$ cat config.mk
export PLATFORM = sky130hd
export DESIGN_NAME = modtimer
export DESIGN_NICKNAME = d
export VERILOG_FILES = /design/src/rtl/modtimer.sv
export SDC_FILE = /design/constraint.sdc
export NUM_CORES = 1
export LEC_CHECK = 0
export ABC_AREA = 0
export BUFFER_PORTS_ARGS = -buffer_cell sky130_fd_sc_hd__buf_2
export CAP_MARGIN = 20
export CORE_UTILIZATION = 48
export DETAILED_ROUTE_END_ITERATION = 8
export PLACE_DENSITY = 0.76
export SKIP_LAST_GASP = 1
export SLEW_MARGIN = 20
export SYNTH_ARGS = -nofsm -noshare
export SYNTH_HDL_FRONTEND = slang
export SYNTH_SLANG_ARGS = --single-unit
export TNS_END_PERCENT = 20
$ cat constraint.sdc
create_clock -name clk -period 8.4 [get_ports clk]
set_clock_uncertainty 0.05 [all_clocks]
set_input_delay 0.42 -clock clk [delete_from_list [all_inputs] [get_ports clk]]
set_output_delay 0.42 -clock clk [all_outputs]
set_load 0.02 [all_outputs]
$ cat src/rtl/modtimer.sv
module modtimer #(
  parameter int CW    = 16,
  parameter int PSMAX = 6
) (
  input  logic          clk,
  input  logic          rst_n,
  input  logic          wait_i,
  input  logic          reg_we,
  input  logic          reg_re,
  input  logic [2:0]    reg_addr,
  input  logic [CW-1:0] reg_wdata,
  output logic [CW-1:0] reg_rdata,
  input  logic          ext_clk,
  output logic          clk_pin_is_input,
  input  logic [1:0]    ch_in,
  output logic [1:0]    ch_out,
  output logic [1:0]    ch_irq,
  output logic          ovf_irq,
  output logic          wake
);
  localparam int PREW = PSMAX;

  logic we, re, ext_sel, ext_rise, tick, clr, wrap;
  logic [PREW-1:0] pre, mask;
  logic [CW-1:0] cnt, modv, act;
  logic [CW-1:0] cv [2];
  logic [2:0] cin [2];
  logic [2:0] ps, ex;
  logic stop, ovf_f, ovf_ie, ovf_arm, pair, abuf;
  logic [1:0] ch_f, ch_ie, ch_md, ch_arm, outq, ev, rise, cmp;

  assign we       = reg_we & !wait_i;
  assign re       = reg_re & !wait_i;
  assign ext_sel  = (ps == 3'd7);
  assign mask     = ext_sel ? '0 : PREW'((32'd1 << ps) - 32'd1);
  assign ext_rise = ex[1] & ~ex[2];
  assign tick     = !stop && (ext_sel ? ext_rise : ((pre & mask) == mask));
  assign clr      = we && reg_addr == 3'd0 && reg_wdata[4];
  assign wrap     = tick && (cnt == modv);
  assign act      = abuf ? cv[1] : cv[0];

  genvar g;
  generate
    for (g = 0; g < 2; g++) begin : g_ch
      assign rise[g] = cin[g][1] & ~cin[g][2];
      assign cmp[g]  = tick && (cnt == cv[g]);
      assign ev[g]   = pair ? (tick && cnt == act && abuf == 1'(g))
                            : (ch_md[g] ? cmp[g] : rise[g]);
    end
  endgenerate

  always_ff @(posedge clk or negedge rst_n) begin
    if (!rst_n) begin
      pre <= '0; cnt <= '0; modv <= '1; ps <= '0; stop <= 1'b1;
      ovf_f <= 1'b0; ovf_ie <= 1'b0; ovf_arm <= 1'b0;
      ex <= '0; pair <= 1'b0; abuf <= 1'b0;
    end else begin
      ex <= {ex[1:0], ext_clk};
      if (clr) begin
        pre <= '0;
        cnt <= '0;
      end else if (!stop) begin
        pre <= pre + 1'b1;
        if (tick) cnt <= wrap ? '0 : cnt + 1'b1;
      end
      if (we && reg_addr == 3'd2) modv <= reg_wdata;
      if (we && reg_addr == 3'd0) begin
        ovf_ie <= reg_wdata[6];
        stop   <= reg_wdata[5];
        ps     <= reg_wdata[2:0];
      end
      if (wrap) ovf_f <= 1'b1;
      else if (we && reg_addr == 3'd0 && !reg_wdata[7] && ovf_arm) ovf_f <= 1'b0;
      if (re && reg_addr == 3'd0 && ovf_f) ovf_arm <= 1'b1;
      else if (we && reg_addr == 3'd0) ovf_arm <= 1'b0;
      if (we && reg_addr == 3'd3) pair <= reg_wdata[4];
      if (clr || !pair) abuf <= 1'b0;
      else if (wrap) abuf <= ~abuf;
    end
  end

  always_ff @(posedge clk or negedge rst_n) begin
    if (!rst_n) begin
      for (int i = 0; i < 2; i++) begin
        cin[i] <= '0;
        cv[i]  <= '0;
      end
      ch_f <= '0; ch_ie <= '0; ch_md <= '0; ch_arm <= '0; outq <= '0;
    end else begin
      for (int i = 0; i < 2; i++) begin
        cin[i] <= {cin[i][1:0], ch_in[i]};
        if (we && reg_addr == 3'(3 + 2 * i)) begin
          ch_ie[i] <= reg_wdata[6];
          ch_md[i] <= reg_wdata[5];
        end
        if (!pair && !ch_md[i] && rise[i]) cv[i] <= cnt;
        else if (we && reg_addr == 3'(4 + 2 * i)) cv[i] <= reg_wdata;
        if (ev[i]) ch_f[i] <= 1'b1;
        else if (we && reg_addr == 3'(3 + 2 * i) && !reg_wdata[7] && ch_arm[i]) ch_f[i] <= 1'b0;
        if (re && reg_addr == 3'(3 + 2 * i) && ch_f[i]) ch_arm[i] <= 1'b1;
        else if (we && reg_addr == 3'(3 + 2 * i)) ch_arm[i] <= 1'b0;
        if (pair) begin
          if (i == 1) outq[i] <= 1'b0;
          else if (wrap) outq[i] <= 1'b1;
          else if (|ev) outq[i] <= 1'b0;
        end else if (ch_md[i] && cmp[i]) begin
          outq[i] <= ~outq[i];
        end
      end
    end
  end

  always_comb begin
    reg_rdata = '0;
    if (re) begin
      case (reg_addr)
        3'd0: reg_rdata = CW'({ovf_f, ovf_ie, stop, 2'b00, ps});
        3'd1: reg_rdata = cnt;
        3'd2: reg_rdata = modv;
        3'd3: reg_rdata = CW'({ch_f[0], ch_ie[0], ch_md[0], pair, 4'b0000});
        3'd4: reg_rdata = cv[0];
        3'd5: reg_rdata = CW'({ch_f[1], ch_ie[1], ch_md[1], 5'b00000});
        3'd6: reg_rdata = cv[1];
        default: reg_rdata = '0;
      endcase
    end
  end

  assign clk_pin_is_input = ext_sel;
  assign ch_out  = outq;
  assign ch_irq  = ch_f & ch_ie;
  assign ovf_irq = ovf_f & ovf_ie;
  assign wake    = wait_i & (ovf_irq | (|ch_irq));


  wrap_flag_chk: assert property (@(posedge clk) disable iff (!rst_n)
    (wrap && !clr) |=> (cnt == '0 && ovf_f));


  ext_hold_chk: assert property (@(posedge clk) disable iff (!rst_n)
    (ext_sel && !stop && !ext_rise && !clr) |=> $stable(cnt));


  wait_nowrite_chk: assert property (@(posedge clk) disable iff (!rst_n)
    (wait_i && reg_we && reg_addr == 3'd2) |=> $stable(modv));


  chflag_src_chk: assert property (@(posedge clk) disable iff (!rst_n)
    $rose(ch_f[0]) |-> $past(ev[0]));


  pwm_rise_chk: assert property (@(posedge clk) disable iff (!rst_n)
    (pair && $past(pair) && $rose(ch_out[0])) |-> $past(wrap));
endmodule

* Word-level counts from Yosys, hierarchy flattened
Index checks and enable logic that the tools add are counted.
** Storage, ports and cells
- Output and inout port bits :: 23
- Bits in registers :: 98
- Logic and storage cells :: 154
** Operators by class
- Bitwise gates (word level) :: 16
- Add/sub/neg operators :: 3
- Equality and inequality tests :: 14
- Reduce and logical (&&, ||, !) cells :: 56
- Multiplexer cells :: 39
- Shifts and indexed selects :: 1
** Operator list (count)
- $mux 16 :: 10
- $pmux 16 s7 :: 1
- $eq 16x16->1 :: 4
- $logic_and 1x1->1 :: 32
- $mux 1 :: 25
- $reduce_bool 2->1 :: 12
- $mux 6 :: 3
- $add 16x1->16 const B :: 1
- $eq 3x3->1 const B :: 4
- $and 1x1->1 :: 7
- $add 6x1->6 const B :: 1
- $and 6x6->6 :: 1
- $eq 3x2->1 const B :: 2
- $eq 6x6->1 :: 1
- $logic_not 1->1 :: 6
- $not 1->1 :: 6
- $shl 1x3->6 const A :: 1
- $sub 6x1->6 const B :: 1
- $reduce_and 2->1 :: 2
- $reduce_or 2->1 :: 2
- $eq 3x1->1 const B :: 1
- $logic_not 3->1 :: 1
- $ne 3x2->1 const B :: 1
- $and 2x2->2 :: 1
- 3 further kinds :: 3

* Longest topological paths before layout
Gate-level depths: netlist of run 1.
- Depth after elaboration :: 14
- Gate-level depth with buffers :: 11
- Depth with buffers taken out :: 10

* Worst setup path after synthesis of run 1
No wires, ideal clock.
- Path type :: flip-flop to flip-flop
- Start :: register ps[1]
- End :: register cnt[10]
- Arrival time :: 2.458 ns
- Clock period less this slack :: 2.640 ns
- Buffers on the path :: 3
- Data required time :: 8.218 ns
- Slack :: 5.760 ns
- Stages on the path, launching flop included :: 12
- Library setup time :: 0.132 ns
- Cells stage by stage :: dfrtp_1 clkbuf_1 or3_1 ha_1 nand3b_1 o31ai_1 a22oi_1 o2111ai_1 buf_2 o21ai_0 clkbuf_1 nor2_1
** Between the ends
- Cells in the longest elaborated chain, start to end :: 12
- Elaborated cells between the ends (all ways) :: 15
** RTL lines
- from (decl) :: line 28 : logic [2:0] ps, ex;
- from (signal assigned) :: line 70 : ps <= reg_wdata[2:0];
- $shl 1x3->6 :: line 35 : assign mask = ext_sel ? '0 : PREW'((32'd1 << ps) - 32'd1);
- $sub 6x1->6 :: line 35
- $mux 6 :: line 35
- $and 6x6->6 :: line 37 : assign tick = !stop && (ext_sel ? ext_rise : ((pre & mask) == mask));
- $eq 6x6->1 :: line 37
- $mux 1 (*) :: line 37
- $logic_and 1x1->1 (*) :: line 37
- $logic_and 1x1->1 :: line 39 : assign wrap = tick && (cnt == modv);
- $mux 16 (2 in a row) :: line 64 : if (tick) cnt <= wrap ? '0 : cnt + 1'b1;
- $mux 16 :: line 62 : end else if (!stop) begin
- $mux 16 :: line 59 : if (clr) begin
- to (signal assigned) :: line 64
- to (decl) :: line 25 : logic [CW-1:0] cnt, modv, act;
Every way passes the cells marked *; elsewhere a longest branch is shown, timed or not. The select of a mux whose other input is x is not followed.
A chain may end at the register's enable or synchronous reset.

* Worst setup path after layout of run 1
- Start :: register ps[0]
- End :: register cnt[15]
Same word-level chain as after synthesis.

==> results_dict.tcl, run 1 <==
set metrics [dict create \
    hold_ws_ns 0.123 \
    mostFrequentLayoutCells "81 x dfrtp_1, 60 x nor2_1, 54 x nand2_1, 54 x mux2i_1, 48 x buf_2" \
    cp.required_ns 8.59 \
    p_leak_nw 2.81 \
    r2r_slack_ns 5.06 \
    hold_viol 0 \
    ioPinCount 50 \
    routabilityCongestion 0.909 \
    switching_power_mw 0.618 \
    p_comb_share_pct 31.3 \
    ys_seq_area_share_pct 41.5 \
    slew_viol_final 0 \
    yosys.area_share.adder_pct 0.630 \
    crit_fanout 23 \
    dp_hpwl_um 10700 \
    die_area_um2 12900 \
    fin_crit_sh_pct 39.7 \
    num_vias 4770 \
    synth-simple-area-share_pct 15.4 \
    power_mw 1.66 \
    numCtsBuffers 9 \
    final_util_pct 53.8 \
    nNetsFinal 670 \
    hold_path_end "ex[0]$_DFF_PN0_" \
    rows 40 \
    regToRegEndpoint "cnt[15]$_DFFE_PN0P_" \
    synth_mux_area_share_pct 14.4 \
    drt_wl_total_um 15200 \
    worst_slack_ns 5.06 \
    synthFlopType "dfrtp_1" \
    tns_ns 0 \
    syn_inst 623 \
    fin_area_um2 6490 \
    crit_type "reg2reg" \
    swShare_pct 37.1 \
    multi_input_area_um2 3200 \
    drt_iter0_markers 409 \
    wl_per_cell_um 18.7 \
    fmax_mhz 300 \
    fp.dieH_um 113 \
    regArea_um2 2470 \
    yosysTopAreaCell "dfrtp_1" \
    fin_cells 813 \
    clk_pin_slew_ns 0.07 \
    antenna_left 0 \
    grtUsageTotal_pct 25.6 \
    ff2ff_path_depth 11 \
    irDropWorstVdd_uv 143 \
    syn-cell-area_um2 5960 \
    antenna_found_initial 0 \
    slew_headroom_pct 24.4 \
    drc 0 \
    period_minus_slack_ns 3.34 \
    grt_max_degree 71 \
    portBuffers 49 \
    status "finished clean" \
    worst_slew_pin_slew_ns 1.13 \
    intPower_mw 1.05 \
    holdCritStartpoint "ext_clk" \
    dpl_cell_area_um2 6230 \
    p_per_area_nw_per_um2 256 \
    syn_avg_cell_area_um2 9.56 \
    vias_per_cell 5.87 \
    core_area_um2 12100 \
    cts_hold_buf 1 \
    synthTopCellsByArea "dfrtp_1 34%, mux2i_1 9.1%, dfstp_2 7.5%" \
    grt_overflow 0 \
    critPathArrivalTime_ns 3.53 \
    n_antenna_cell 0 \
    clockPowerShare_pct 22.4 \
    r2r_start "ps[0]$_DFFE_PN0P_" \
    ys_ff_latch 98 \
    place_inst 796 \
    start_util_pct 49.4 \
    syn_nets 653 \
    critPathCaptureType "register" \
    hold_depth 1 \
    clockBufferDepth 2 \
    synth.distinct_cells 54 \
    power_frac_seq_pct 46.3 \
    root_buffer "clkbuf_16" \
    grt_pass1_vias 4724 \
    dr.pass1.iters 5 \
    fillers 1066 \
    areaGrowthSynthToFinish_pct 8.99 \
    fp.dieW_um 113 \
    drive_gt1_share_pct 18.0 \
    final_common_cell "dfrtp_1" \
    cts_resized 0 \
    htreeDepth 3 \
    grt_pass1_wl_um 25000 \
    worst_setup_path_start_kind "register" \
    clock_latency_ns 0.36 \
    post_cts_buffers 0 \
    synth-compound-area-share_pct 13.2 \
    dp_slack_ns 5.18 \
    clock_sinks 98 \
    synth_top_area_share_pct 34.0 \
    synth-async-reset-ratio_pct 100 \
    cap_violations 0 \
    yosys_warnings 0 \
    cts_tree "done" \
    synth_enable_flop_cells 0 \
    hp-class "in2reg" \
    rsz0062_at_grt "false" \
    setup_viol 0 \
    synth_top_family_by_area "simple AND/OR/NAND/NOR gates" \
    synth-xor-area-share_pct 9.85 \
]
==> area by class of cell <==
type	count	share of cell area, %
repair buffers	56	4.66
multi-input cells	461	49.3
well taps	168	3.24
flip-flops and latches	98	38.1
inverters	14	0.810
clock buffers	15	3.82
clock inverters	1	0.0771
==> worst max path at each step <==
stage | endpoint | start | cells after the start
2_1_floorplan | cnt[10]$_DFFE_PN0P_ | ps[1]$_DFFE_PN0P_ | 11
3_3_place_gp | reg_rdata[3] | reg_addr[1] | 6
3_5_place_dp | reg_rdata[3] | reg_addr[1] | 6
4_1_cts | cnt[6]$_DFFE_PN0P_ | ps[0]$_DFFE_PN0P_ | 11
5_1_grt | cnt[2]$_DFFE_PN0P_ | ps[0]$_DFFE_PN0P_ | 11
6_report | cnt[15]$_DFFE_PN0P_ | ps[0]$_DFFE_PN0P_ | 11
==> state kept, by name (all words and copies together), names as in the netlist, 2 cells and up <==
signal  count
ch_arm      2
ch_f        2
ch_ie       2
ch_md       2
ch_out      2
cin         6
cnt        16
cv         32
ex          3
modv       16
pre         6
ps          3
==> cells by family after synthesis <==
family / Yosys count
and+or+nand+nor: 192
xor gates and xnor gates: 67
adders and majority gates: 3
DFF: 98
buffers and inverters: 64
muxes: 80
AOI/OAI and AO/OA: 119
==> worst max-delay path: stages, from the launching register on <==
cell	delay, ns
dfrtp_1	0.47
inv_1	0.14
or3_1	0.34
ha_1	0.26
nand3b_1	0.11
o31ai_1	0.09
a22oi_1	0.20
o2111ai_1	0.13
buf_4	0.24
o21ai_0	0.84
buf_4	0.28
nor2_1	0.05
==> metal layers <==
metal / up-vias / GRT usage (%) / part of all wire (%)
met5: - / 0 / 0
met4: 0 / 10.0 / 2.3
met3: 25 / 6.70 / 6.9
met2: 188 / 40.1 / 47
met1: 2342 / 34.1 / 44
li1: 2215 / - / -
==> cell usage after synthesis, types with 4 or more instances <==
library cell,number
nand3_1,17
nand2_1,55
o21ai_0,28
nor2_1,60
o22a_1,12
clkbuf_1,32
o31ai_1,6
or3_1,7
nor2b_1,9
mux2_2,24
a211oi_1,9
buf_2,6
and2_1,5
buf_1,6
a22oi_1,16
dfstp_2,17
buf_6,4
mux2i_1,54
a21oi_1,28
inv_1,14
nor3_1,4
nand3b_1,7
dfrtp_1,81
xnor2_1,26
nor4_1,8
xor2_1,41
nand4_1,6
==> power groups by stage <==
stage               clock (mW)  combinational [mW]  sequential (mW)
floorplan                    0               0.430            0.701
global placement             0               0.500            0.764
detailed placement           0               0.516            0.774
CTS                      0.381               0.519            0.767
global route             0.401               0.576            0.790
finish                   0.372               0.521            0.770
Note: power is estimated with default switching activity, not from simulation.
==> run 2, diff against run 1 <==
==> constraint.sdc (replaced) <==
create_clock -name clk -period 3.45 [get_ports clk]
set_clock_uncertainty 0.05 [all_clocks]
set_input_delay 0.1725 -clock clk [delete_from_list [all_inputs] [get_ports clk]]
set_output_delay 0.1725 -clock clk [all_outputs]
set_load 0.02 [all_outputs]
==> results_dict.tcl, run 2 (synthesis gave the netlist of run 1 again) <==
set metrics [dict create \
    drive_gt1_share_pct 19.2 \
    ioPinCount 50 \
    areaGrowthSynthToFinish_pct 11.2 \
    slew_headroom_pct 48.1 \
    max_flop_register "cv" \
    status "finished clean" \
    antenna_found_initial 0 \
    core_area_um2 12100 \
    dpl_cell_area_um2 6290 \
    htreeDepth 3 \
    clockBufferDepth 2 \
    vias_per_cell 5.96 \
    fillers 1058 \
    critPathCaptureType "register" \
    antenna_left 0 \
    grt_overflow 0 \
    cap_violations 0 \
    wl_per_cell_um 19.6 \
    n_antenna_cell 0 \
    hold_viol 0 \
    worst_setup_path_start_kind "register" \
    fin_crit_sh_pct 85.4 \
    largest_reg_flops 32 \
    ff2ff_path_depth 11 \
    final_util_pct 54.9 \
    worst_slew_pin_slew_ns 0.777 \
    dr.pass1.iters 5 \
    grt_pass1_wl_um 25800 \
    reg.largest.list "cv (32), cnt (16), modv (16)" \
    place_inst 804 \
    r2r_slack_ns 0.50 \
    tns_ns 0 \
    crit_type "reg2reg" \
    rsz0062_at_grt "false" \
    p_leak_nw 2.89 \
    worst_slack_ns 0.503 \
    mostFrequentLayoutCells "81 x dfrtp_1, 60 x nor2_1, 55 x nand2_1" \
    grt_pass1_vias 4871 \
    dp_hpwl_um 11200 \
    cts_tree "done" \
    start_util_pct 49.4 \
    clock_sinks 98 \
    die_area_um2 12900 \
    clock_latency_ns 0.36 \
    post_cts_buffers 0 \
    fmax_mhz 339 \
    slew_viol_final 0 \
    setup_viol 0 \
    num_vias 4914 \
    final_common_cell "dfrtp_1" \
    grtUsageTotal_pct 26.4 \
    portBuffers 49 \
    numCtsBuffers 9 \
    period_minus_slack_ns 2.95 \
    crit_fanout 23 \
    critPathArrivalTime_ns 3.14 \
    fp.dieW_um 113 \
    irDropWorstVdd_uv 345 \
    fp.dieH_um 113 \
    multi_input_area_um2 3200 \
    fin_area_um2 6630 \
    cts_resized 0 \
    rows 40 \
    drc 0 \
    fin_cells 824 \
    regArea_um2 2470 \
    clk_pin_slew_ns 0.06 \
    dp_slack_ns 0.601 \
    hold_depth 3 \
    drt_wl_total_um 16100 \
    routabilityCongestion 0.946 \
    grt_max_degree 50 \
    drt_iter0_markers 439 \
    p_per_area_nw_per_um2 635 \
    cp.required_ns 3.64 \
    nNetsFinal 681 \
    hp-class "in2reg" \
    root_buffer "clkbuf_16" \
]
-- run 2: cell types whose count changed in the layout (fill, tap and decap cells not counted) --
cell and change:
bufinv_16 +1, nand2_2 -1, clkbuf_1 -3, buf_4 +8, clkbuf_8 +2, nand2_1 +1, dlygate4sd3_1 +3
-- run 2: report_power, final --
part	internal, mW	total [mW]	switching, mW
Combinational	0.594	1.30	0.709
Sequential	1.47	1.87	0.396
Clock	0.602	1.03	0.432
Total	2.67	4.21	1.54
-- run 2: layer usage --
layer	GRT usage [%]	wire length, µm	vias up
met5	0	0	-
met4	13.4	579	0
met3	5.74	1180	47
met2	42.4	7610	208
met1	33.7	6780	2427
li1	-	-	2232
-- run 2: layout make-up --
cell class / instances / share of cell area, %
sequential: 98 / 37.3
tap: 168 / 3.17
timing repair buffer: 67 / 5.93
clock buffer: 14 / 3.98
inverter: 14 / 0.793
clock inverter: 2 / 0.529
multi-input combinational: 461 / 48.3
-- run 2: stage by stage --
stage,power (mW),hold slack (ns)
after global placement,3.08,0.186
final,4.21,0.0268
after global routing,4.43,0.0220
after CTS,4.20,0.0173
after detailed placement,3.16,0.199
after floorplan,2.75,-0.173
-- run 2: path summary, 6_finish.rpt --
| kind | to | start |
|---|---|---|
| worst max register to register | cnt[10]$_DFFE_PN0P_ | ps[0]$_DFFE_PN0P_ |
| worst min-delay path | stop$_DFFE_PN1P_ | reg_wdata[5] |
| min in group asynchronous | cin[3]$_DFF_PN0_ | rst_n |
| max in group asynchronous | modv[15]$_DFFE_PN1P_ | rst_n |
| worst min register to register | ex[1]$_DFF_PN0_ | ex[0]$_DFF_PN0_ |
| worst max-delay path | cnt[10]$_DFFE_PN0P_ | ps[0]$_DFFE_PN0P_ |
-- run 2: worst max-delay path: stages (launching register included) --
cell,delay [ns]
dfrtp_1,0.46
inv_1,0.14
or3_1,0.33
ha_1,0.26
nand3b_1,0.10
o31ai_1,0.08
a22oi_1,0.19
o2111ai_1,0.15
buf_4,0.25
o21ai_0,0.48
buf_4,0.27
nor2_1,0.06
-- run 2: repair_timing --
action / in CTS / in global routing
endpoints found under the setup margin: 0 / 0
hold buffers: 4 / 0
endpoints found under the hold margin: 43 / 0
